### src/rtl/spi_cmdq_master.sv
module spi_cmdq_master #(
  parameter int QDEPTH   = 16,
  parameter int NCS      = 4,
  parameter int BAUD_MIN = 8
) (
  input  logic           clk,
  input  logic           rst_n,
  input  logic           wr_en,
  input  logic [6:0]     wr_addr,
  input  logic [7:0]     wr_data,
  input  logic [6:0]     rd_addr,
  output logic [7:0]     rd_data,
  output logic           sck,
  output logic           mosi,
  input  logic           miso,
  output logic [NCS-1:0] cs_n
);
  localparam int QW = $clog2(QDEPTH);
  localparam int TW = QW + 1;
  localparam int SW = $clog2(NCS);
  localparam logic [7:0] BMIN = 8'(BAUD_MIN);

  typedef enum logic [2:0] {S_IDLE, S_LOAD, S_SHIFT, S_STORE, S_GAP} st_t;

  logic [7:0] tx_mem  [2*QDEPTH];
  logic [7:0] cmd_mem [QDEPTH];
  logic [7:0] rx_mem  [2*QDEPTH];

  st_t           state;
  logic [7:0]    baud, ctl, cnt;
  logic          wide, hold, done, abort, cs_on, sck_r, cur_cont;
  logic [QW-1:0] qstart, qend, ptr;
  logic [SW-1:0] cs_sel;
  logic [15:0]   sh_tx, sh_rx;
  logic [4:0]    nbits;
  logic [5:0]    edge_n;

  wire busy      = (state != S_IDLE);
  wire ram_we    = wr_en && !busy;
  wire tick      = (cnt == baud - 8'd1);
  wire last_edge = (edge_n == {nbits, 1'b0} - 6'd1);
  wire smp       = (edge_n[0] == ctl[0]);

  wire [15:0] ld_word = wide ? {tx_mem[{ptr, 1'b0}], tx_mem[{ptr, 1'b1}]}
                             : {tx_mem[TW'(ptr)], 8'h00};
  wire [4:0]  ld_bits = cmd_mem[ptr][6] ? ((ctl[5:2] == 4'd0) ? 5'd16 : {1'b0, ctl[5:2]})
                                        : (wide ? 5'd16 : 5'd8);

  assign sck  = sck_r ^ ctl[1];
  assign mosi = sh_tx[15];

  for (genvar g = 0; g < NCS; g++) begin : g_cs
    assign cs_n[g] = !(cs_on && cs_sel == SW'(g));
  end

  always_ff @(posedge clk) begin
    if (ram_we && wr_addr[6:5] == 2'b00) tx_mem[wr_addr[TW-1:0]] <= wr_data;
    if (ram_we && wr_addr[6:5] == 2'b01) cmd_mem[wr_addr[QW-1:0]] <= wr_data;
  end

  always_ff @(posedge clk) begin
    if (state == S_STORE) begin
      if (wide) begin
        rx_mem[{ptr, 1'b0}] <= sh_rx[15:8];
        rx_mem[{ptr, 1'b1}] <= sh_rx[7:0];
      end else begin
        rx_mem[TW'(ptr)] <= sh_rx[7:0];
      end
    end
  end

  always_ff @(posedge clk or negedge rst_n) begin
    if (!rst_n) begin
      state <= S_IDLE; baud <= BMIN; ctl <= '0; cnt <= '0;
      wide <= 1'b0; hold <= 1'b0; done <= 1'b0; abort <= 1'b0;
      cs_on <= 1'b0; sck_r <= 1'b0; cur_cont <= 1'b0;
      qstart <= '0; qend <= '0; ptr <= '0; cs_sel <= '0;
      sh_tx <= '0; sh_rx <= '0; nbits <= 5'd8; edge_n <= '0;
    end else begin
      if (wr_en && wr_addr[6:5] == 2'b11) begin
        case (wr_addr[2:0])
          3'd0: if (!busy) baud <= (wr_data < BMIN) ? BMIN : wr_data;
          3'd1: if (!busy) ctl <= wr_data;
          3'd2: if (!busy) wide <= wr_data[0];
          3'd3: if (!busy) qstart <= wr_data[QW-1:0];
          3'd4: if (!busy) qend <= wr_data[QW-1:0];
          3'd5: begin
            if (wr_data[6]) begin
              if (!busy && ctl[7]) begin
                state <= S_LOAD; ptr <= qstart; hold <= wr_data[7]; abort <= 1'b0;
              end
            end else if (busy) abort <= 1'b1;
            else cs_on <= 1'b0;
          end
          3'd6: if (!wr_data[0]) done <= 1'b0;
          default: ;
        endcase
      end
      case (state)
        S_LOAD: begin
          sh_tx <= ld_word; sh_rx <= '0; nbits <= ld_bits;
          cs_sel <= cmd_mem[ptr][SW-1:0]; cur_cont <= cmd_mem[ptr][7];
          cs_on <= 1'b1; edge_n <= '0; cnt <= '0; sck_r <= 1'b0;
          state <= S_SHIFT;
        end
        S_SHIFT: begin
          if (tick) begin
            cnt <= '0; sck_r <= ~sck_r; edge_n <= edge_n + 6'd1;
            if (smp) sh_rx <= {sh_rx[14:0], miso};
            else if (edge_n != 6'd0) sh_tx <= {sh_tx[14:0], 1'b0};
            if (last_edge) state <= S_STORE;
          end else cnt <= cnt + 8'd1;
        end
        S_STORE: begin
          cnt <= '0;
          if (abort) begin
            state <= S_IDLE; cs_on <= 1'b0; abort <= 1'b0;
          end else if (ptr == qend) begin
            state <= S_IDLE; done <= 1'b1; cs_on <= hold;
          end else begin
            ptr <= ptr + QW'(1);
            if (cur_cont) state <= S_LOAD;
            else begin cs_on <= 1'b0; state <= S_GAP; end
          end
        end
        S_GAP: if (tick) state <= S_LOAD; else cnt <= cnt + 8'd1;
        default: ;
      endcase
    end
  end

  always_comb begin
    rd_data = 8'h00;
    case (rd_addr[6:5])
      2'b00: rd_data = tx_mem[rd_addr[TW-1:0]];
      2'b01: rd_data = cmd_mem[rd_addr[QW-1:0]];
      2'b10: rd_data = rx_mem[rd_addr[TW-1:0]];
      default:
        case (rd_addr[2:0])
          3'd0: rd_data = baud;
          3'd1: rd_data = ctl;
          3'd2: rd_data = {7'd0, wide};
          3'd3: rd_data = 8'(qstart);
          3'd4: rd_data = 8'(qend);
          3'd5: rd_data = {hold, busy, 6'd0};
          3'd6: rd_data = {6'd0, busy, done};
          default: rd_data = 8'h00;
        endcase
    endcase
  end

  a_r7_idle_sck: assert property (@(posedge clk) disable iff (!rst_n)
    (state == S_IDLE) |-> (sck == ctl[1]));
  a_r7_word_ends_idle: assert property (@(posedge clk) disable iff (!rst_n)
    (state == S_STORE) |-> (sck_r == 1'b0));
  a_r2_half_period: assert property (@(posedge clk) disable iff (!rst_n)
    (state == S_SHIFT) |-> (cnt < baud));
  a_r8_gap_cs_high: assert property (@(posedge clk) disable iff (!rst_n)
    (state == S_GAP) |-> (&cs_n));
  a_r3_start_at_first: assert property (@(posedge clk) disable iff (!rst_n)
    $rose(busy) |-> (ptr == qstart));
  a_r3_done_sticky: assert property (@(posedge clk) disable iff (!rst_n)
    (done && !(wr_en && wr_addr == 7'h66 && !wr_data[0])) |=> done);
  a_r10_abort_stops: assert property (@(posedge clk) disable iff (!rst_n)
    (state == S_STORE && abort) |=> (state == S_IDLE && (&cs_n) && !done));
  a_r11_tx_frozen: assert property (@(posedge clk) disable iff (!rst_n)
    (busy && wr_en && wr_addr == 7'h00) |=> $stable(tx_mem[0]));
endmodule

### config.mk
export PLATFORM = sky130hd
export DESIGN_NAME = spi_cmdq_master
export DESIGN_NICKNAME = d
export VERILOG_FILES = /design/src/rtl/spi_cmdq_master.sv
export SDC_FILE = /design/constraint.sdc
export NUM_CORES = 1
export LEC_CHECK = 0
export BUFFER_PORTS_ARGS = -buffer_cell sky130_fd_sc_hd__buf_2
export CELL_PAD_IN_SITES_DETAIL_PLACEMENT = 1
export CELL_PAD_IN_SITES_GLOBAL_PLACEMENT = 1
export CORE_AREA = 2 2 242 268
export DETAILED_ROUTE_END_ITERATION = 10
export DIE_AREA = 0 0 244 270
export PLACE_DENSITY_LB_ADDON = 0.1
export SYNTH_ARGS = -nofsm -noshare
export SYNTH_HDL_FRONTEND = slang
export SYNTH_SLANG_ARGS = --single-unit
### constraint.sdc
create_clock -name clk -period 3.25 [get_ports clk]
set_clock_uncertainty 0.2 [all_clocks]
set_input_delay 0.1625 -clock clk [delete_from_list [all_inputs] [get_ports clk]]
set_output_delay 0.1625 -clock clk [all_outputs]
set_load 0.02 [all_outputs]
# ---- After elaboration in Yosys (flattened, before gate mapping)
# Memory sizes are Yosys's and may differ from the RTL's.
# Index checks and enable logic that the tools add are counted.
dict set report classes {
  add_sub_neg 5
  order_cmp 1
  n_eq_ne 32
  n_mux 73
  n_bitwise 3
  reduce_logical 36
}
# op n
set op_table {}
lappend op_table {{16-bit 2-to-1 mux} 6}
lappend op_table {{16-bit case mux with 2 select lines} 2}
lappend op_table {{8-bit case mux with 7 select lines} 1}
lappend op_table {{8-bit case mux with 3 select lines} 2}
lappend op_table {{1-bit 2-to-1 mux} 32}
lappend op_table {{8-bit 2-to-1 mux} 4}
lappend op_table {{3-bit 2-to-1 mux} 10}
lappend op_table {{4-bit 2-to-1 mux} 7}
lappend op_table {{3-bit == test, second input constant} 7}
lappend op_table {{5-bit 2-to-1 mux} 4}
lappend op_table {{3-bit by 2-bit == test with 1-bit output, second input constant} 6}
lappend op_table {{3-bit AND reduction} 6}
lappend op_table {{3-bit case mux with 4 select lines} 1}
lappend op_table {{6-bit case mux with 2 select lines} 1}
lappend op_table {{2-bit inequality test, second input constant} 5}
lappend op_table {{3-bit by 1-bit == test with 1-bit output, second input constant} 3}
lappend op_table {{1-bit logical AND} 9}
lappend op_table {{8-bit by 1-bit adder with 8-bit output, second input constant} 1}
lappend op_table {{2-bit == test, second input constant} 4}
lappend op_table {{8-bit == test} 1}
lappend op_table {{8-bit by 4-bit < comparator with 1-bit output, second input constant} 1}
lappend op_table {{4-bit AND reduction} 2}
lappend op_table {{8-bit OR reduction} 1}
lappend op_table {{8-bit by 1-bit subtractor with 8-bit output, second input constant} 1}
lappend op_table {{other kinds (20)} 33}
dict set report totals {
  ff_bits 91
  ram_bits 640
  inputBits 26
  output_inout_bits 14
  wordCells 172
  mem_count 3
}
# name depth width rd rd_ports_with_merged_regs write_ports line_no
set memory_table {}
lappend memory_table {rx_mem 32 8 1 0 2 27} ;# logic [7:0] rx_mem [2*QDEPTH];
lappend memory_table {tx_mem 32 8 4 0 1 25} ;# logic [7:0] tx_mem [2*QDEPTH];
lappend memory_table {cmd_mem 16 8 2 0 1 26} ;# logic [7:0] cmd_mem [QDEPTH];

# ---- Longest topological paths before layout
# Gate-level depths: netlist of the first run.
dict set report logic_depth {
  word_depth 10
  mapped_depth 13
  mapped_depth_nobuf 10
}

# ---- Worst setup path before layout of the first run
# OpenSTA, ideal clock, no wires.
dict set report synth_timing {
  kind {register -> register}
  startpoint {reg ptr[2]}
  endpoint {mem rx_mem[30][0] (enable)}
  setup_ns 0.409
  arrival_ns 2.313
  required_ns 2.641
  slack_ns 0.327
  path_stages_with_launch 5
  n_path_buf 2
  period_less_slack_ns 2.923
  cell_sequence {dfrtp_1 clkbuf_1 clkbuf_1 nand2_1 nor3_1}
}
# element line_no
set synth_rtl {}
lappend synth_rtl {{from (decl)} 32} ;# logic [QW-1:0] qstart, qend, ptr;
lappend synth_rtl {{from (signal assigned)} 121} ;# ptr <= ptr + QW'(1);
lappend synth_rtl {{to (decl)} 27}

# ---- Worst setup path after layout of the first run
dict set report layout_timing {
  startpoint {mem rx_mem[8][0]}
  endpoint {out rd_data[0]}
}
dict set report layout_via {
  elab_chain_cells 2
}
# element line_no
set layout_rtl {}
lappend layout_rtl {{memory read 32 x 8 bit} n/a}
lappend layout_rtl {{8-bit case mux with 3 select lines} 134} ;# case (rd_addr[6:5])
lappend layout_rtl {{to (decl)} 12} ;# output logic [7:0] rd_data,
# No other way between the ends.

==> results of run 1 <==
==> final cells by class <==
type	count	area (um2)	share of cell area
Clock inverter	36	297	0.00752
Sequential cell	731	21500	0.545
Multi-Input combinational cell	1130	12100	0.306
Antenna cell	1	2.50	0.0000635
Clock buffer	103	2120	0.0537
Tap cell	841	1050	0.0267
Inverter	38	143	0.00362
Timing Repair Buffer	263	2230	0.0566
==> repair_timing <==
action                                  CTS  global route
hold buffers                             19             0
resized for setup                        10             1
cloned                                    0             0
endpoints found under the setup margin    6             6
endpoints found under the hold margin   221             0
setup buffers                             9             0
==> stage by stage <==
step	hold slack [ps]	TNS [ps]	cells
after floorplan	-333	0	2044
after global routing	52.3	-724	3142
final	68.1	-423	3143
after global placement	-4.80	-59.3	2975
after CTS	0.449	-505	3142
after detailed placement	5.96	-41.3	2975
==> cells in the mapped netlist, types with 7 or more instances <==
master and number:
mux2i_1 65, nand4_1 11, clkbuf_1 72, inv_1 36, buf_6 7, nand3_1 28, ha_1 9, a31oi_1 8
edfxtp_1 640, buf_4 15, a22oi_1 17, mux2_2 43, dfrtp_1 89, nand2b_1 13, nor2b_1 8, o21ai_0 102
xor2_1 17, buf_1 12, nor3_1 28, mux4_2 314, and2_1 11, o22ai_1 13, nor2_1 131, buf_2 39
xnor2_1 18, a21oi_1 44, nand2_1 154
==> power by group <==
group / internal (uW) / total, uW / leakage [uW] / switching (uW)
sequential: 10200 / 10200 / 0.00646 / 13.5
clock: 4900 / 8610 / 0.00119 / 3710
combinational: 352 / 863 / 0.00498 / 511
==> logic make-up (layout without fill, tap and decap cells) <==
logic type / after synthesis / in the layout / synth area share
adder cells (fa/ha/maj): 9 / 9 / 0.00328
other: 0 / 1 / 0
buffers and inverters: 183 / 440 / 0.0246
multiplexers: 422 / 422 / 0.239
AO/OA/AOI/OAI: 242 / 242 / 0.0434
AND/OR/NAND/NOR: 422 / 422 / 0.0557
XOR/XNOR: 35 / 35 / 0.00892
flip-flops: 731 / 731 / 0.625
==> registers in the layout, summed over array words and instances, names as in the netlist, 3 cells and up <==
signal and flops:
ptr 4, sh_tx 16, state 3, baud 8, rx_mem 256, qstart 4, cnt 8, ctl 8
cmd_mem 128, edge_n 6, qend 4, nbits 5, sh_rx 16, tx_mem 256
==> metal layers <==
metal  wire, um  track usage  share of wire
met1      40600        0.447           0.38
met2      53500        0.546           0.50
met3       9020       0.0628          0.084
met4       4910        0.144          0.045
met5          0            0              0
==> worst max-delay path, stage by stage, from the launching register on <==
cell and delay (ps):
edfxtp_1 450, mux4_2 490, mux4_2 520, mux4_2 490, a22oi_2 200, o21ai_2 110, buf_6 150
==> final timing paths <==
path,slack (ps),end,from,cells past startpoint
min in group asynchronous,430,nbits[3],rst_n,3
min,70,wide,wr_data[0],3
min reg2reg,310,sck_r,sck_r,1
max,-140,rd_data[0],rx_mem[8][0],6
max reg2reg,170,sh_tx[13],ptr[2],7
max in group asynchronous,2040,sh_rx[5],rst_n,4
==> summary.txt, run 1 <==
Synthesis
  • Async S/R FF share, synth: 0.124
  • Yosys Warn Count: 0
  • Mapped Avg Cell Area: ~17 um2
  • Yosys cell types: 70
  • Synth area leader: edfxtp_1
  • Number of synthesized flops with an enable pin: 640
  • Post-Synthesis Cells: between 2000 and 2500
  • Most area-consuming cells after synthesis: edfxtp_1, mux4_2, dfrtp_1
  • Seq/Total Area, Yosys: 0.625
  • Register bit total from synthesis: about 730
  • Post-synth top flop: edfxtp_1
  • Top-area cell type share of the netlist area: 0.559
  • Mapped Nets: slightly above 2000
  • Mapped Area: 0.0344 mm2

Route
  • Drt first pass iters: 8
  • Number of routed nets with antenna violations: 0
  • Vias/cell: between 6 and 7
  • Total Wirelength: ~110000 um
  • WL per Instance: 34.4 um
  • Initial DRC Count: between 2000 and 3000
  • Via count: 21500
  • DRC errors left: 0

Final layout
  • Core Util, Final: 0.624
  • Nets@finish: approximately 2300
  • Fill cells: ~5600
  • Design area: just under 0.04 mm2
  • Layout area overhead: 14.7%
  • Most common cell after layout, fill and taps aside: edfxtp_1
  • Commonest non-fill, non-tap cells in the layout: edfxtp_1, mux4_2, buf_4
  • Layout cell share with drive strength beyond 1: 0.326

Die
  • IO Count: 40
  • Row cnt: between 90 and 100
  • Die Y: around 270 um
  • Starting Density: 0.544
  • Core area: roughly 0.063 mm2
  • Die ar.: 0.0659 mm2
  • Die width: 244 um

Clock tree
  • H-tree Lvls: 3
  • Clk root buf: clkbuf_16
  • CTS Sinks: between 700 and 800
  • TritonCTS buffer count: between 70 and 80
  • Clock-pin slew on the worst setup and hold paths: approximately 60 ps
  • TritonCTS clock tree: done
  • Worst-Skew Late Latency: approximately 630 ps
  • CTS Buffer Depth: 3

Global route
  • Antenna violations before repair: 2
  • First-pass GRT wire length: approximately 160000 um
  • Vias in the first global route: about 23000
  • Total gr overflow: 0
  • GRT Total Usage: 0.335
  • Largest net degree at the start of global routing: 55

Power and ir drop
  • Total Power: 19700 uW
  • Leakage power: between 0.01 and 0.015 uW
  • Power per Cell Area: between 400 and 500 mW/mm2
  • Peak supply drop: a little under 0.5 mV

STA
  • Setup WS post-layout: -139 ps
  • Pins Over Slew Limit: 0
  • Final setup fails: 5
  • Worst slew margin: 0.227
  • Worst Tran Pin Value: between 1000 and 1500 ps
  • Ratio of final minimum period to clock period: 1.04
  • Final hold violation count: 0
  • Fmax: approximately 0.30 GHz
  • Post-layout min period: between 3000 and 4000 ps
  • RSZ-0062 raised after global routing: true

Placed design
  • Post-detail-place hpwl: about 74000 um
  • RePlAce Congestion: between 0.8 and 0.9
  • IO Port Bufs: 39
  • Placed cell area: ~0.037 mm2
  • Post-Place Worst Slack: -41.3 ps

Critical path
  • Crit path launch type: flip-flop
  • Worst EP required: 2890 ps
  • CP Max Fanout: 1
  • Critical path arrival: around 3000 ps
  • Crit Path Class: reg -> out
  • Endpoint class of the critical path: output pin

Worst hold path
  • Hold Path Class: in -> reg

Run
  • # Max-Cap Violations: 0

Status
  • Status: finished with violations
  • Failing checks: setup timing
(Power assumes the default switching activity.)
==> run 2, diff against run 1 <==
- PLACE_DENSITY_LB_ADDON: 0.1 -> 0.2
==> summary.txt, run 2 (synthesis results as in run 1) <==
Clock tree
  • Clk root buf: clkbuf_16 (unchanged)
  • H-tree Lvls: 3 (unchanged)
  • TritonCTS buffer count: 76 (was 77)
  • Clock-pin slew on the worst setup and hold paths: 60 ps (about the same)
  • CTS Sinks: 731 (unchanged)
  • TritonCTS clock tree: done (unchanged)
  • CTS Buffer Depth: 3 (unchanged)
  • Worst-Skew Late Latency: 630 ps (about the same)

Route
  • Initial DRC Count: 2629 (was 2571)
  • Via count: 21700 (was 21500)
  • WL per Instance: 34.9 um (was 34.4 um)
  • Vias/cell: 6.91 (was 6.84)
  • Drt first pass iters: 5 (was 8)
  • Number of routed nets with antenna violations: 0 (unchanged)
  • Total Wirelength: 110000 um (was 108000 um)
  • DRC errors left: 0 (unchanged)

Critical path
  • Crit path launch type: flip-flop (unchanged)
  • Worst EP required: 2890 ps (about the same)
  • Worst-path cell chain: mux4_2 -> mux4_2 -> mux2i_4 -> buf_6 -> o22ai_4 -> nand2b_4 -> buf_6 (was mux4_2 -> mux4_2 -> mux4_2 -> a22oi_2 -> o21ai_2 -> buf_6)
  • Slowest cell on the critical path: mux4_2 (unchanged)
  • Slowest stage delay, CP: 540 ps (was 520 ps)
  • Crit Path Class: reg -> out (unchanged)
  • CP Max Fanout: 3 (was 1)
  • Critical path arrival: 2990 ps (was 3030 ps)
  • Largest delay share family, worst path: multiplexers (unchanged)
  • Endpoint class of the critical path: output pin (unchanged)
  • WP buf/inv: 2 (was 1)

STA
  • Setup WS post-layout: -106 ps (was -139 ps)
  • Worst slew margin: 0.131 (was 0.227)
  • Final setup fails: 5 (unchanged)
  • Post-layout min period: 3360 ps (was 3390 ps)
  • Fmax: 0.298 GHz (was 0.295 GHz)
  • Pins Over Slew Limit: 0 (unchanged)
  • RSZ-0062 raised after global routing: true (unchanged)
  • Ratio of final minimum period to clock period: 1.03 (was 1.04)
  • Hold WS: -27.6 ps (was 68.1 ps)
  • Worst Tran Pin Value: 1300 ps (was 1160 ps)
  • Final hold violation count: 9 (was 0)

Global route
  • Antenna violations before repair: 5 (was 2)
  • First-pass GRT wire length: 161000 um (was 159000 um)
  • GRT Total Usage: 0.340 (was 0.335)
  • Total gr overflow: 0 (unchanged)
  • Largest net degree at the start of global routing: 65 (was 55)
  • Vias in the first global route: 22900 (was 22800)

Final layout
  • Design area: 0.0392 mm2 (was 0.0394 mm2)
  • Most common cell after layout, fill and taps aside: edfxtp_1 (unchanged)
  • Nets@finish: 2267 (was 2276)
  • Core Util, Final: 0.621 (was 0.624)
  • Layout cell share with drive strength beyond 1: 0.323 (was 0.326)
  • Final std cells w/o fill: 3136 (was 3143)
  • Fill cells: 5540 (was 5560)
  • Area taken by multi-input logic gates: 0.0121 mm2 (about the same)
  • Commonest non-fill, non-tap cells in the layout: edfxtp_1, mux4_2, buf_4 (unchanged)
  • Reg area: 0.0215 mm2 (unchanged)
  • Layout area overhead: 14.2% (was 14.7%)

Power and ir drop
  • Sw Ratio: 0.223 (was 0.215)
  • Power per Cell Area: 497 mW/mm2 (was 498 mW/mm2)
  • Peak supply drop: 0.476 mV (was 0.493 mV)
  • Reg power frac: 0.522 (was 0.518)
  • Total Power: 19500 uW (was 19700 uW)
  • Leakage power: 0.0125 uW (was 0.0126 uW)
  • Comb pwr share: 0.043 (was 0.044)
  • Internal power: 15200 uW (was 15400 uW)
  • Switch Pwr: 4350 uW (was 4230 uW)
  • Clk pwr share: 0.435 (was 0.438)

Placed design
  • RePlAce Congestion: 0.908 (was 0.894)
  • Post-detail-place hpwl: 74200 um (was 73900 um)
  • Placed cell area: 0.0366 mm2 (was 0.0367 mm2)
  • Dpl cells: 2975 (unchanged)
  • IO Port Bufs: 39 (unchanged)

Status
  • Status: finished with violations (unchanged)
  • Failing checks: hold timing, setup timing (was setup timing)

Worst hold path
  • Hold Path Class: in -> async (was in -> reg)

Die
  • Row cnt: 97 (unchanged)
  • Die width: 244 um (unchanged)
  • Die ar.: 0.0659 mm2 (unchanged)
  • Die Y: 270 um (unchanged)
  • Core area: 0.0632 mm2 (unchanged)
  • IO Count: 40 (unchanged)
  • Starting Density: 0.544 (unchanged)

Run
  • # Max-Cap Violations: 0 (unchanged)
==> run 2: changes by cell type in the layout (fill, tap and decap cells not counted), sizes merged <==
| cell | previous run | this run |
|---|---|---|
| buf | 244 | 238 |
| clkbuf | 104 | 96 |
| bufinv | 4 | 3 |
| clkinv | 29 | 37 |
| dlygate4sd3 | 18 | 16 |
| clkinvlp | 1 | 4 |
| inv | 40 | 39 |
==> run 2: final timing paths <==
check,from,endpoint,slack [ps],depth (start not counted)
hold / removal,rst_n,cnt[0],-30,2
min in group clk,wr_en,wide,40,6
max in group asynchronous,rst_n,baud[3],2140,3
setup reg to reg,ptr[0],sh_tx[13],160,8
setup / recovery,tx_mem[7][1],rd_data[1],-110,7
hold reg to reg,nbits[3],nbits[3],310,2
==> run 2: timing repair <==
item | CTS | global route
hold buffers | 16 | 0
endpoints found under the hold margin | 162 | 0
setup endpoints to repair | 5 | 5
buffers inserted | 4 | 0
resized for setup | 12 | 1
cloned | 0 | 0
==> run 2: per-layer routing <==
metal	share of wire	GRT usage	routed length (um)	vias to the layer above
li1	-	-	-	8619
met1	0.36	0.439	39300	11300
met2	0.50	0.558	54300	1362
met3	0.095	0.0702	10400	330
met4	0.050	0.160	5490	10
met5	0.00062	0	68	-
==> run 2: cell type report <==
| class | count | share of cell area |
|---|---|---|
| Sequential cell | 731 | 0.548 |
| Multi-Input combinational cell | 1130 | 0.308 |
| Timing Repair Buffer | 255 | 0.0526 |
| Clock buffer | 95 | 0.0511 |
| Tap cell | 841 | 0.0268 |
| Clock inverter | 45 | 0.00953 |
| Inverter | 38 | 0.00363 |
| Antenna cell | 1 | 0.0000638 |
==> run 2: metrics by stage <==
step	setup TNS [ps]	setup WS [ps]	hold slack, ps
2_1_floorplan	0	327	-333
3_3_place_gp	-307	-307	122
3_5_place_dp	-301	-301	140
4_1_cts	-280	-132	3.54
5_1_grt	-338	-131	52.1
6_report	-217	-106	-27.6
==> run 2: power by group through the flow <==
stage	clock [uW]	sequential [uW]	combinational (uW)
3_5_place_dp	0	10400	805
3_3_place_gp	0	10400	778
2_1_floorplan	0	10400	436
4_1_cts	8540	10200	841
5_1_grt	8890	10200	880
6_report	8490	10200	845
